### config.mk
export PLATFORM = sky130hd
export DESIGN_NAME = spi_ser_master
export DESIGN_NICKNAME = d
export VERILOG_FILES = /design/src/rtl/spim_pkg.sv /design/src/rtl/spim_phase_len.sv /design/src/rtl/spim_shift.sv /design/src/rtl/spi_ser_master.sv
export SDC_FILE = /design/constraint.sdc
export NUM_CORES = 1
export LEC_CHECK = 0
export BUFFER_PORTS_ARGS = -buffer_cell sky130_fd_sc_hd__buf_2
export CAP_MARGIN = 20
export CORE_ASPECT_RATIO = 0.9
export CORE_UTILIZATION = 59
export CTS_CLUSTER_SIZE = 16
export DETAILED_ROUTE_END_ITERATION = 6
export GPL_TIMING_DRIVEN = 0
export PLACE_DENSITY = 0.8
export SLEW_MARGIN = 20
export SYNTH_ARGS = -nofsm -noshare
export SYNTH_HDL_FRONTEND = slang
export SYNTH_SLANG_ARGS = --single-unit
### constraint.sdc
create_clock -name clk -period 2.68 [get_ports clk]
set_clock_uncertainty 0.1 [all_clocks]
set_input_delay 0.536 -clock clk [delete_from_list [all_inputs] [get_ports clk]]
set_output_delay 0.536 -clock clk [all_outputs]
set_load 0.05 [all_outputs]
### src/rtl/spim_pkg.sv
package spim_pkg;
    typedef enum logic [2:0] {
        ST_IDLE,
        ST_LEAD,
        ST_HIGH,
        ST_LOW,
        ST_TAIL
    } spim_state_e;
endpackage

### src/rtl/spim_phase_len.sv
// Phase lengths (minus one) of the serial clock for a latched effective divider.
module spim_phase_len #(
    parameter int DIVW = 8
) (
    input  logic [DIVW-1:0] eff_div,
    output logic [DIVW-1:0] hi_m1,
    output logic [DIVW-1:0] lo_m1
);
    always_comb begin
        // even: high = D/2+1, low = D/2 ; odd: both (D+1)/2
        hi_m1 = eff_div >> 1;
        if (eff_div[0]) begin
            lo_m1 = eff_div >> 1;
        end else begin
            lo_m1 = (eff_div >> 1) - DIVW'(1);
        end
    end
endmodule

### src/rtl/spim_shift.sv
// Transmit and receive shift registers, MSB first.
module spim_shift #(
    parameter int MAXW = 32,
    parameter int LENW = 6
) (
    input  logic            clk,
    input  logic            rst_n,
    input  logic            load,
    input  logic [MAXW-1:0] tx_word,
    input  logic [LENW-1:0] len_eff,
    input  logic            adv,
    input  logic            capt,
    input  logic            miso,
    output logic            tx_bit,
    output logic [MAXW-1:0] rx_bits
);
    logic [MAXW-1:0] tx_sh;
    logic [MAXW-1:0] rx_sh;
    logic [LENW-1:0] pad;

    assign pad     = LENW'(MAXW) - len_eff;
    assign tx_bit  = tx_sh[MAXW-1];
    assign rx_bits = rx_sh;

    always_ff @(posedge clk or negedge rst_n) begin
        if (!rst_n) begin
            tx_sh <= '0;
            rx_sh <= '0;
        end else begin
            if (load) begin
                tx_sh <= tx_word << pad;
                rx_sh <= '0;
            end else begin
                if (adv) begin
                    tx_sh <= {tx_sh[MAXW-2:0], 1'b0};
                end
                if (capt) begin
                    rx_sh <= {rx_sh[MAXW-2:0], miso};
                end
            end
        end
    end
endmodule

### src/rtl/spi_ser_master.sv
module spi_ser_master
    import spim_pkg::*;
#(
    parameter int MAXW = 32,
    parameter int MINW = 4,
    parameter int DIVW = 8,
    parameter int LENW = $clog2(MAXW + 1)
) (
    input  logic            clk,
    input  logic            rst_n,
    input  logic            start,
    input  logic [LENW-1:0] len,
    input  logic [DIVW-1:0] div,
    input  logic [MAXW-1:0] tx_word,
    output logic [MAXW-1:0] rx_word,
    output logic            done,
    output logic            sclk,
    output logic            sel_n,
    output logic            mosi,
    output logic            mosi_oe,
    input  logic            miso
);
    spim_state_e     st, nxt;
    logic [DIVW-1:0] cnt;
    logic [LENW-1:0] bits_left;
    logic [DIVW-1:0] div_q;
    logic [DIVW-1:0] eff_in;
    logic [LENW-1:0] len_c;
    logic [DIVW-1:0] hi_m1, lo_m1;
    logic            tx_bit;
    logic [MAXW-1:0] rx_bits;
    logic            go, adv, capt;

    assign eff_in = (div == '0) ? DIVW'(1) : div;
    assign len_c  = (len < LENW'(MINW)) ? LENW'(MINW) :
                    (len > LENW'(MAXW)) ? LENW'(MAXW) : len;

    assign go   = (st == ST_IDLE) && start;
    assign adv  = (st == ST_HIGH) && (nxt == ST_LOW);
    assign capt = (nxt == ST_HIGH) && (st != ST_HIGH);

    spim_phase_len #(.DIVW(DIVW)) u_phase (
        .eff_div (div_q),
        .hi_m1   (hi_m1),
        .lo_m1   (lo_m1)
    );

    spim_shift #(.MAXW(MAXW), .LENW(LENW)) u_shift (
        .clk     (clk),
        .rst_n   (rst_n),
        .load    (go),
        .tx_word (tx_word),
        .len_eff (len_c),
        .adv     (adv),
        .capt    (capt),
        .miso    (miso),
        .tx_bit  (tx_bit),
        .rx_bits (rx_bits)
    );

    // next-state logic
    always_comb begin
        nxt = st;
        unique case (st)
            ST_IDLE: if (start)    nxt = ST_LEAD;
            ST_LEAD: if (cnt == '0) nxt = ST_HIGH;
            ST_HIGH: if (cnt == '0) nxt = (bits_left == '0) ? ST_TAIL : ST_LOW;
            ST_LOW:  if (cnt == '0) nxt = ST_HIGH;
            ST_TAIL: if (cnt == '0) nxt = ST_IDLE;
            default: nxt = ST_IDLE;
        endcase
    end

    // state register with phase counter and bit counter
    always_ff @(posedge clk or negedge rst_n) begin
        if (!rst_n) begin
            st        <= ST_IDLE;
            cnt       <= '0;
            bits_left <= '0;
            div_q     <= DIVW'(1);
        end else begin
            st <= nxt;
            if (go) begin
                div_q     <= eff_in;
                cnt       <= eff_in;
                bits_left <= len_c - LENW'(1);
            end else if (nxt != st) begin
                unique case (nxt)
                    ST_HIGH: cnt <= hi_m1;
                    ST_LOW:  cnt <= lo_m1;
                    ST_TAIL: cnt <= lo_m1;
                    default: cnt <= '0;
                endcase
                if (adv) bits_left <= bits_left - LENW'(1);
            end else if (cnt != '0) begin
                cnt <= cnt - DIVW'(1);
            end
        end
    end

    // registered outputs
    always_ff @(posedge clk or negedge rst_n) begin
        if (!rst_n) begin
            sclk    <= 1'b0;
            sel_n   <= 1'b1;
            mosi_oe <= 1'b0;
            done    <= 1'b0;
            rx_word <= '0;
        end else begin
            sclk    <= (nxt == ST_HIGH);
            sel_n   <= (nxt == ST_IDLE);
            mosi_oe <= (nxt == ST_LEAD) || (nxt == ST_HIGH) || (nxt == ST_LOW);
            done    <= (st == ST_TAIL) && (nxt == ST_IDLE);
            if ((st == ST_TAIL) && (nxt == ST_IDLE)) rx_word <= rx_bits;
        end
    end

    assign mosi = mosi_oe & tx_bit;

    AST_IDLE_QUIET: assert property (@(posedge clk) disable iff (!rst_n)
        sel_n |-> (!sclk && !mosi_oe));
    AST_SEL_LEADS_RISE: assert property (@(posedge clk) disable iff (!rst_n)
        $rose(sclk) |-> $past(!sel_n));
    AST_MOSI_HELD_HIGH: assert property (@(posedge clk) disable iff (!rst_n)
        (sclk && $past(sclk)) |-> $stable(mosi));
    AST_RELEASE_ON_FALL: assert property (@(posedge clk) disable iff (!rst_n)
        $fell(mosi_oe) |-> (!sclk && !sel_n));
    AST_DONE_ONE_CYCLE: assert property (@(posedge clk) disable iff (!rst_n)
        done |=> !done);
    AST_DONE_WITH_SEL: assert property (@(posedge clk) disable iff (!rst_n)
        done |-> ($rose(sel_n)));
endmodule

Word level (Yosys, flattened, before mapping)
Index checks and enable logic that the tools add are counted.
{"block": "classes", "muxes": 21, "add_sub_neg": 5, "eq_ne": 10, "reduce_logical": 19, "bitwise": 1, "shifts": 1, "magnitude_cmp": 2}
{"operator": "two-way mux 32 bit", "n": 4}
{"operator": "two-way mux 8 bit", "n": 5}
{"operator": "left shift 32 x 6 -> 32 bit", "n": 1}
{"operator": "two-way mux 6 bit", "n": 5}
{"operator": "logical NOT 8 bit", "n": 2}
{"operator": "one-hot mux 8 bit (2 select lines)", "n": 1}
{"operator": "two-way mux 3 bit", "n": 5}
{"operator": "equality test 3 x 2 -> 1 bit, second input constant", "n": 4}
{"operator": "one-hot mux 3 bit (4 select lines)", "n": 1}
{"operator": "subtractor 6 x 1 -> 6 bit, second input constant", "n": 2}
{"operator": "nonzero test 8 bit", "n": 1}
{"operator": "subtractor 7 x 1 -> 8 bit, second input constant", "n": 1}
{"operator": "subtractor 8 x 1 -> 8 bit, second input constant", "n": 1}
{"operator": "equality test 3 x 1 -> 1 bit, second input constant", "n": 2}
{"operator": "equality test 3 bit, second input constant", "n": 2}
{"operator": "> comparator 6 bit, second input constant", "n": 1}
{"operator": "logical NOT 3 bit", "n": 2}
{"operator": "logical NOT 6 bit", "n": 1}
{"operator": "< comparator 6 x 3 -> 1 bit, second input constant", "n": 1}
{"operator": "nonzero test 2 bit", "n": 3}
{"operator": "subtractor 6 bit, first input constant", "n": 1}
{"operator": "logical AND 1 bit", "n": 4}
{"operator": "OR reduction 2 bit", "n": 2}
{"operator": "!= test 3 x 2 -> 1 bit, second input constant", "n": 1}
{"operator": "5 further kinds", "n": 6}
{"block": "totals", "register_bits": 125, "out_inout_bits": 37, "elab_cells": 70, "input_bits": 50}

Depth between registers and ports, before layout
Gate-level depths: netlist of run 1.
{"block": "depth", "ltp_word": 9, "mapped_depth": 12, "depth_no_buf": 10}

Cells and area by module
Synthesis of run 1 repeated with hierarchy kept, for this count alone.
{"block": "hier_totals", "cells_unflattened": 785, "area_unflattened_um2": 7932.6}
{"mod": "spim_shift", "cells_each": 455, "area_each_um2": 4426.7, "instances": 1, "seq_area_each_um2": 1601.5}
{"mod": "spi_ser_master", "cells_each": 303, "area_each_um2": 3293.2, "instances": 1, "seq_area_each_um2": 1529.0}
{"mod": "spim_phase_len", "cells_each": 27, "area_each_um2": 212.7, "instances": 1, "seq_area_each_um2": 0.0}

Worst setup path before layout of run 1
OpenSTA, ideal clock, no wires.
{"block": "synth_path", "path_kind": "input port to flip-flop", "from": "in len[5]", "to": "reg u_shift.tx_sh[15]", "required_time_ns": 2.456, "arrival_time_ns": 2.905, "setup_ns": 0.124, "setup_slack_ns": -0.449, "cell_stages": 10, "n_path_buf": 2, "path_cell_list": "nand2b_1 nor2_4 inv_1 ha_1 buf_6 buf_1 mux4_1 mux4_2 nand2_1 o21ai_1"}
{"block": "synth_between", "elab_chain_cells": 6, "word_cells_on_any_way": 7, "classes_between": "add/sub (1); order compare (2); shift (1); mux (3)"}
{"item": "start: declaration", "line": "spi_ser_master.sv:12", "rtl": "input logic [LENW-1:0] len,"}
{"item": "> comparator 6 bit", "line": "spi_ser_master.sv:36", "rtl": "(len > LENW'(MAXW)) ? LENW'(MAXW) : len;"}
{"item": "two-way mux 6 bit", "line": "spi_ser_master.sv:36"}
{"item": "two-way mux 6 bit (*)", "line": "spi_ser_master.sv:35", "rtl": "assign len_c = (len < LENW'(MINW)) ? LENW'(MINW) :"}
{"item": "subtractor 6 bit (*)", "line": "spim_shift.sv:21", "rtl": "assign pad = LENW'(MAXW) - len_eff;"}
{"item": "left shift 32 x 6 -> 32 bit (*)", "line": "spim_shift.sv:31", "rtl": "tx_sh <= tx_word << pad;"}
{"item": "two-way mux 32 bit (*)", "line": "spim_shift.sv:30", "rtl": "if (load) begin"}
{"item": "end signal: assignment", "line": "spim_shift.sv:31"}
{"item": "end signal: assignment", "line": "spim_shift.sv:35", "rtl": "tx_sh <= {tx_sh[MAXW-2:0], 1'b0};"}
{"item": "end: declaration", "line": "spim_shift.sv:17", "rtl": "logic [MAXW-1:0] tx_sh;"}
Every way passes the cells marked *; elsewhere a longest branch is shown, timed or not.
A chain may end at the register's enable or synchronous reset.

Worst setup path after layout of run 1
{"block": "layout_path", "from": "in len[3]", "to": "reg u_shift.tx_sh[26]"}
Same word-level chain as after synthesis.

==> run metrics, run 1 <==
Critical Path Source Type=primary input; power per cell area=845.9 nW/um^2; routability congestion estimate=0.9791; via count=about 7000; Worst-path clk slew=0.06 ns; min-delay worst type=primary input to flip-flop; WL/cell=20.60 um; largest net degree at the start of global routing=76; critical path type=primary input to flip-flop; Final setup viols=0; biggest cell delay along the critical path=0.53 ns; global route overflow=0; CP max stage cell=or4b_4; Num Clock Sinks=about 130; CTS Buf Count=17; Synth Warn #=0; CP Cell Sequence=buf_2, or3_4, nand3_2, ha_4, or4b_4, a21oi_4, buf_4, nand3_1, o221a_2, o21ai_0; dominant cell type by area after synthesis=dfrtp_1; status=finished with violations; Placed Area=around 8500 sq um; Slew @ Worst Pin=0.7088 ns; Post-synth ARST share=100.0%; Worst Setup Slack, final=0.04441 ns; register area share after synthesis=about 41%; I/O Buffers=86; worst vdd ir=~0.00047 V; fmax=0.3794 GHz; Layout Cells excl Fill=1073; vias in the first global route=around 6600; Worst Setup SP=len[3]; antenna violations before repair=0; Die Area=around 13000 sq um; reg2reg start=st[1]; max cap viols=0; most instantiated cells after synthesis=nand2_1, dfrtp_1, a21oi_1; count leader, synth=nand2_1; syn nets=830; DR iter-0 viols=932; Total GRT Usage=between 30% and 40%; pre-CTS worst setup slack=-0.7655 ns; core area=approximately 13000 sq um; Rows=39; TritonCTS clock tree=done; Syn Inst Count=776; fin crit period=roughly 2.6 ns; met3 routed WL=approximately 1.5 mm; share of layout cells above drive strength 1=between 30% and 40%; Synth-to-Final Area Change=21.71%; Ports=87; syn avg cell area=9.855 sq um; Root Buffer=clkbuf_16; share of the synthesized area in the top cell type=between 40 and 50%; Initial Utilization=~60%; WL met2=around 11 mm; Post-Syn Area=roughly 7600 sq um; met1 WL=around 9.3 mm; nets=950; via/cell ratio=6.527; failing checks=design-rule violations; Die Wd=~120 um; hpwl dp=~16 mm; worst-path maximum fanout=7; Pre-Repair DR Iteration Count=7; Final Hold Violating Endpoints=0; max layer used=met4; leak pwr=approximately 4.1 nW; Die H=approximately 110 um; critical path required time=about 2.9 ns; final WL=roughly 22 mm; DRC Markers=5; fin crit share=approximately 98%; first-pass GRT wire length=between 30 and 40 mm; RSZ-0062 raised after global routing=yes; dpl cells=about 1000; Final Max Tran Viols=0; antenna cells=0; Post-synth EDFFs=0; Synth Register Bits=125; Synth area leaders=dfrtp_1, mux4_2, nand2_1, mux2_2, a21oi_1; slew margin rel.=52.74%; Main synth FF type=dfrtp_1; Util after Layout=about 73%; count of cell types in the netlist=82; CP arrival=between 2 and 3 ns; Skew-Pair Late Insertion Delay=roughly 0.44 ns; CP endpoint kind=flip-flop; Final ANT Viol Nets=0; Clock Tree Buf Depth=2; Final Instance Area=slightly above 9000 sq um; # H-tree levels=4; Hold Startpoint=div[7]
-- through the flow --
| stage | hold slack, ns | total power, W | TNS, ns |
|---|---|---|---|
| 2_1_floorplan | 0.1404 | 0.004691 | -0.3936 |
| 3_3_place_gp | 0.3709 | 0.005288 | -90.32 |
| 3_5_place_dp | 0.3745 | 0.005426 | -33.51 |
| 4_1_cts | 0.2338 | 0.007753 | 0 |
| 5_1_grt | 0.2509 | 0.008269 | -0.03793 |
| 6_report | 0.2403 | 0.007873 | 0 |
-- worst max-delay path: cells and delay by family --
family                   cells  cell delay, ns
AND/OR/NAND/NOR              4            1.15
AO/OA/AOI/OAI                3            0.70
adder cells (fa/ha/maj)      1            0.17
buffers and inverters        2            0.32
-- routing by layer --
metal | up-vias | global-route usage, %
li1 | 3109 | -
met1 | 3460 | 44.86
met2 | 379 | 53.75
met3 | 56 | 6.739
met4 | 0 | 14.99
met5 | - | 0
-- area by class of cell --
class | count | area, sq um
multi-input combinational | 585 | 4407
fill | 922 | 3379
sequential | 125 | 3131
timing repair buffer | 102 | 586.8
clock buffer | 19 | 452.9
buffer | 51 | 341.6
tap | 164 | 205.2
clock inverter | 13 | 127.6
inverter | 14 | 56.30
-- state kept, by name, summed over array words and instances (netlist names) --
| signal | count |
|---|---|
| div_q | 8 |
| rx_word | 32 |
| u_shift.tx_sh | 32 |
| st | 3 |
| bits_left | 6 |
| sclk | 1 |
| done | 1 |
| sel_n | 1 |
| mosi_oe | 1 |
| u_shift.rx_bits | 32 |
| cnt | 8 |
-- report_power, final --
group | switching (W) | leakage (nW) | internal (W)
combinational | 0.00158 | 2.24 | 0.00110
clock | 0.000922 | 0.283 | 0.00134
sequential | 0.000441 | 1.62 | 0.00248
total | 0.00295 | 4.15 | 0.00493
-- worst paths after layout --
kind | end | slack [ns] | depth (start not counted)
setup / recovery | u_shift.tx_sh[26] | 0.04 | 10
hold / removal | div_q[7] | 0.24 | 3
setup reg to reg | bits_left[4] | 0.10 | 9
hold reg to reg | rx_word[11] | 0.40 | 1
max in group asynchronous | u_shift.rx_bits[9] | 1.23 | 3
min in group asynchronous | cnt[5] | 0.50 | 2
-- cells by family after synthesis --
group	count (synthesis)	share of synthesized area, %
compound gates	197	16.51
fa+ha+maj	4	0.6545
xor+xnor	11	1.260
flops	125	40.94
simple gates	270	16.64
mux	103	19.54
buf+inv	66	4.467
-- what timing repair did --
| item | in CTS | in global routing |
|---|---|---|
| hold buffers | 1 | 0 |
| pin swaps | 4 | 5 |
| resized for setup | 12 | 45 |
| hold endpoints to repair | 49 | 0 |
| buffers inserted | 9 | 5 |
| endpoints found under the setup margin | 101 | 80 |
-- layout by cell type, fill, tap and decap left out, types with 5 or more instances in the layout --
master	count
clkbuf_2	7
o22ai_1	7
o21ai_0	38
buf_4	18
inv_6	5
clkbuf_4	5
and2_1	5
nand2_1	127
and3_1	5
mux4_1	6
a31oi_1	5
nand2b_1	6
nor2_1	42
dfrtp_1	123
o21ai_1	9
o21a_1	6
mux2i_1	31
mux2_2	37
a21oi_1	64
nor3_1	9
inv_1	11
clkbuf_16	17
nand3_1	21
buf_2	93
buf_6	10
o22a_1	6
xor2_1	5
mux4_2	25
nand4_1	6
xnor2_1	6
clkbuf_1	14
Power figures use the tool's default switching activity.
==> run 2, diff against run 1 <==
--- a/config.mk
+++ b/config.mk
@@ -5,14 +5,14 @@
 export SDC_FILE = /design/constraint.sdc
 export NUM_CORES = 1
 export LEC_CHECK = 0
-export BUFFER_PORTS_ARGS = -buffer_cell sky130_fd_sc_hd__buf_2
 export CAP_MARGIN = 20
 export CORE_ASPECT_RATIO = 0.9
-export CORE_UTILIZATION = 59
+export CORE_UTILIZATION = 65
 export CTS_CLUSTER_SIZE = 16
 export DETAILED_ROUTE_END_ITERATION = 6
+export DONT_BUFFER_PORTS = 1
 export GPL_TIMING_DRIVEN = 0
-export PLACE_DENSITY = 0.8
+export PLACE_DENSITY = 0.81
 export SLEW_MARGIN = 20
 export SYNTH_ARGS = -nofsm -noshare
 export SYNTH_HDL_FRONTEND = slang
==> run metrics, run 2 (synthesized netlist as in run 1, its figures left out) <==
setup TNS=0 ns (unchanged); final WL=23.34 mm (+5.6%); Die H=104.9 um (-4.6%); Final setup viols=0 (unchanged); reg2reg start=st[1]; # H-tree levels=4 (unchanged); fin crit period=2.627 ns (-0.008105 ns); TritonCTS clock tree=done; Root Buffer=clkbuf_16; Die Area=12200 sq um (-9.1%); Internal Power=0.004844 W (-1.6%); CP arrival=2.89 ns (about the same); Clock Tree Buf Depth=2 (unchanged); Final Max Tran Viols=0 (unchanged); Placed Area=7978 sq um (-5.6%); Total GRT Usage=40.62% (+6.9 points); antenna cells=0 (unchanged); Final Hold Violating Endpoints=125 (+125); DRC Markers=0 (-5); CTS Buf Count=17 (unchanged); worst-path maximum fanout=10 (+3); Layout Cells excl Fill=977 (-8.9%); fmax=0.3806 GHz (+0.31%); Comb pwr share=31.9% (-2.2 points); CP bufs+invs=3 (+1); max cap viols=0 (unchanged); critical path required time=2.94 ns (about the same); fin crit share=98.04% (-0.30 points); vias in the first global route=6804 (+3.1%); Slew @ Worst Pin=0.7178 ns (+0.008950 ns); Seq pwr share=38.4% (+1.2 points); leak pwr=3.727 nW (-10%); WL/cell=23.89 um (+16%); core area=11430 sq um (-9.9%); filler cell count=740 (-20%); most common cell after layout, fill and taps aside=nand2_1; first-pass GRT wire length=37.04 mm (+8.6%); dpl cells=932 (-9.3%); min-delay worst type=primary input to async pin; Reg2Reg Setup Slack=0.05 ns (-0.05 ns); CP Cell Sequence=buf_2, or4b_4, buf_2, a21oi_4, buf_4, o2111ai_1, o21ai_0, nand4b_1, o221a_2; Rows=37 (-5.1%); failing checks=negative hold slack; Hold Slack=-0.2960 ns (-0.5363 ns); nets=862 (-9.3%); Final ANT Viol Nets=0 (unchanged); Ports=87 (unchanged); Clk pwr share=29.7% (+0.9 points); power per cell area=894.3 nW/um^2 (+5.7%); Worst-path clk slew=0.06 ns (about the same); FF-to-FF path depth=9 (unchanged); hpwl dp=16.15 mm (+3.6%); antenna violations before repair=0 (unchanged); Pre-Repair DR Iteration Count=7 (unchanged); biggest cell delay along the critical path=0.60 ns (+0.07 ns); Critical Path Source Type=flip-flop; routability congestion estimate=0.9804 (+0.13%); worst vdd ir=0.0006524 V (+38%); Synth-to-Final Area Change=14.73%; r2r endpoint=u_shift.tx_sh[16]; status=finished with violations; slew margin rel.=51.64% (-1.1 points); CP endpoint kind=flip-flop; via/cell ratio=7.057 (+8.1%); Die Wd=116.3 um (-4.6%); global route overflow=0 (unchanged); share of layout cells above drive strength 1=23.14% (-8.5 points); CP delay by family, top=compound AO/OA/AOI/OAI gates; CP max stage cell=or4b_4; Skew-Pair Late Insertion Delay=0.42 ns (-0.02 ns); Net Sw Frac=38.26% (+0.81 points); Initial Utilization=66.88% (+6.6 points); P_sw=0.003001 W (+1.8%); commonest cells after routing, fill and taps aside=nand2_1, dfrtp_1, a21oi_1; DR iter-0 viols=894 (-4.1%); via count=6895 (-1.6%); critical path type=flip-flop to flip-flop; Num Clock Sinks=125 (unchanged); largest net degree at the start of global routing=126 (+66%); I/O Buffers=0 (-100%); Worst path most repeated cell=buf_2; Final Instance Area=8773 sq um (-5.7%)
-- run 2: cell types whose count changed in the layout (fill, tap and decap cells not counted), moves of 3 or more --
cell,change
buf_2,-82
inv_8,+5
buf_6,-4
clkbuf_1,+3
clkbuf_2,-3
clkbuf_4,-3
-- run 2: worst register-to-register path: stages (launching register included) --
cell	delay [ns]
dfrtp_1	0.38
buf_2	0.19
or4b_4	0.60
buf_2	0.24
a21oi_4	0.29
buf_4	0.17
o2111ai_1	0.15
o21ai_0	0.14
nand4b_1	0.14
o221a_2	0.17
-- run 2: worst max path at each step --
| stage | slack [ns] | cells past startpoint | endpoint | from |
|---|---|---|---|---|
| finish | 0.05 | 9 | u_shift.tx_sh[16] | st[1] |
| global route | -0.02 | 8 | bits_left[4] | st[1] |
| CTS | -0.008 | 10 | u_shift.tx_sh[25] | len[2] |
| detailed placement | -0.54 | 10 | u_shift.tx_sh[9] | len[5] |
| global placement | -0.46 | 10 | u_shift.tx_sh[9] | len[5] |
| floorplan | -0.07 | 10 | u_shift.tx_sh[15] | len[5] |
-- run 2: power by group through the flow --
stage	Sequential, W	Clock (W)	Combinational (W)
final	0.00302	0.00233	0.00250
after floorplan	0.00286	0	0.00183
after CTS	0.00300	0.00232	0.00238
after detailed placement	0.00300	0	0.00232
after global routing	0.00308	0.00242	0.00273
after global placement	0.00297	0	0.00222
-- run 2: area by class of cell --
class / instances / area, sq um / area share, %
Tap cell: 156 / 195.2 / 2.225
Multi-Input combinational cell: 585 / 4372 / 49.83
Clock inverter: 15 / 170.2 / 1.940
Buffer: 51 / 322.8 / 3.679
Timing Repair Buffer: 14 / 105.1 / 1.198
Inverter: 14 / 52.55 / 0.5990
Clock buffer: 17 / 425.4 / 4.849
Sequential cell: 125 / 3131 / 35.68
-- run 2: metal layers --
layer / share of wire [%] / up-vias / global-route usage [%]
li1: - / 2930 / -
met1: 40 / 3444 / 56.91
met2: 46 / 453 / 59.93
met3: 12 / 68 / 14.44
met4: 2.2 / 0 / 10.81
met5: 0 / - / 0
-- run 2: what timing repair did --
item | 4_1_cts | 5_1_grt
endpoints found under the setup margin | 95 | 67
resized for setup | 11 | 20
endpoints found under the hold margin | 125 | 125
setup buffers | 1 | 13
pin swaps | 1 | 3
-- run 2: through the flow --
stage / power [W] / worst slack [ns] / util [%]
2_1_floorplan: 0.004691 / -0.07400 / -
3_3_place_gp: 0.005187 / -0.4649 / 69.77
3_5_place_dp: 0.005316 / -0.5388 / 69.77
4_1_cts: 0.007701 / -0.007695 / 75.42
5_1_grt: 0.008226 / -0.01821 / 76.73
6_report: 0.007846 / 0.05252 / 76.73
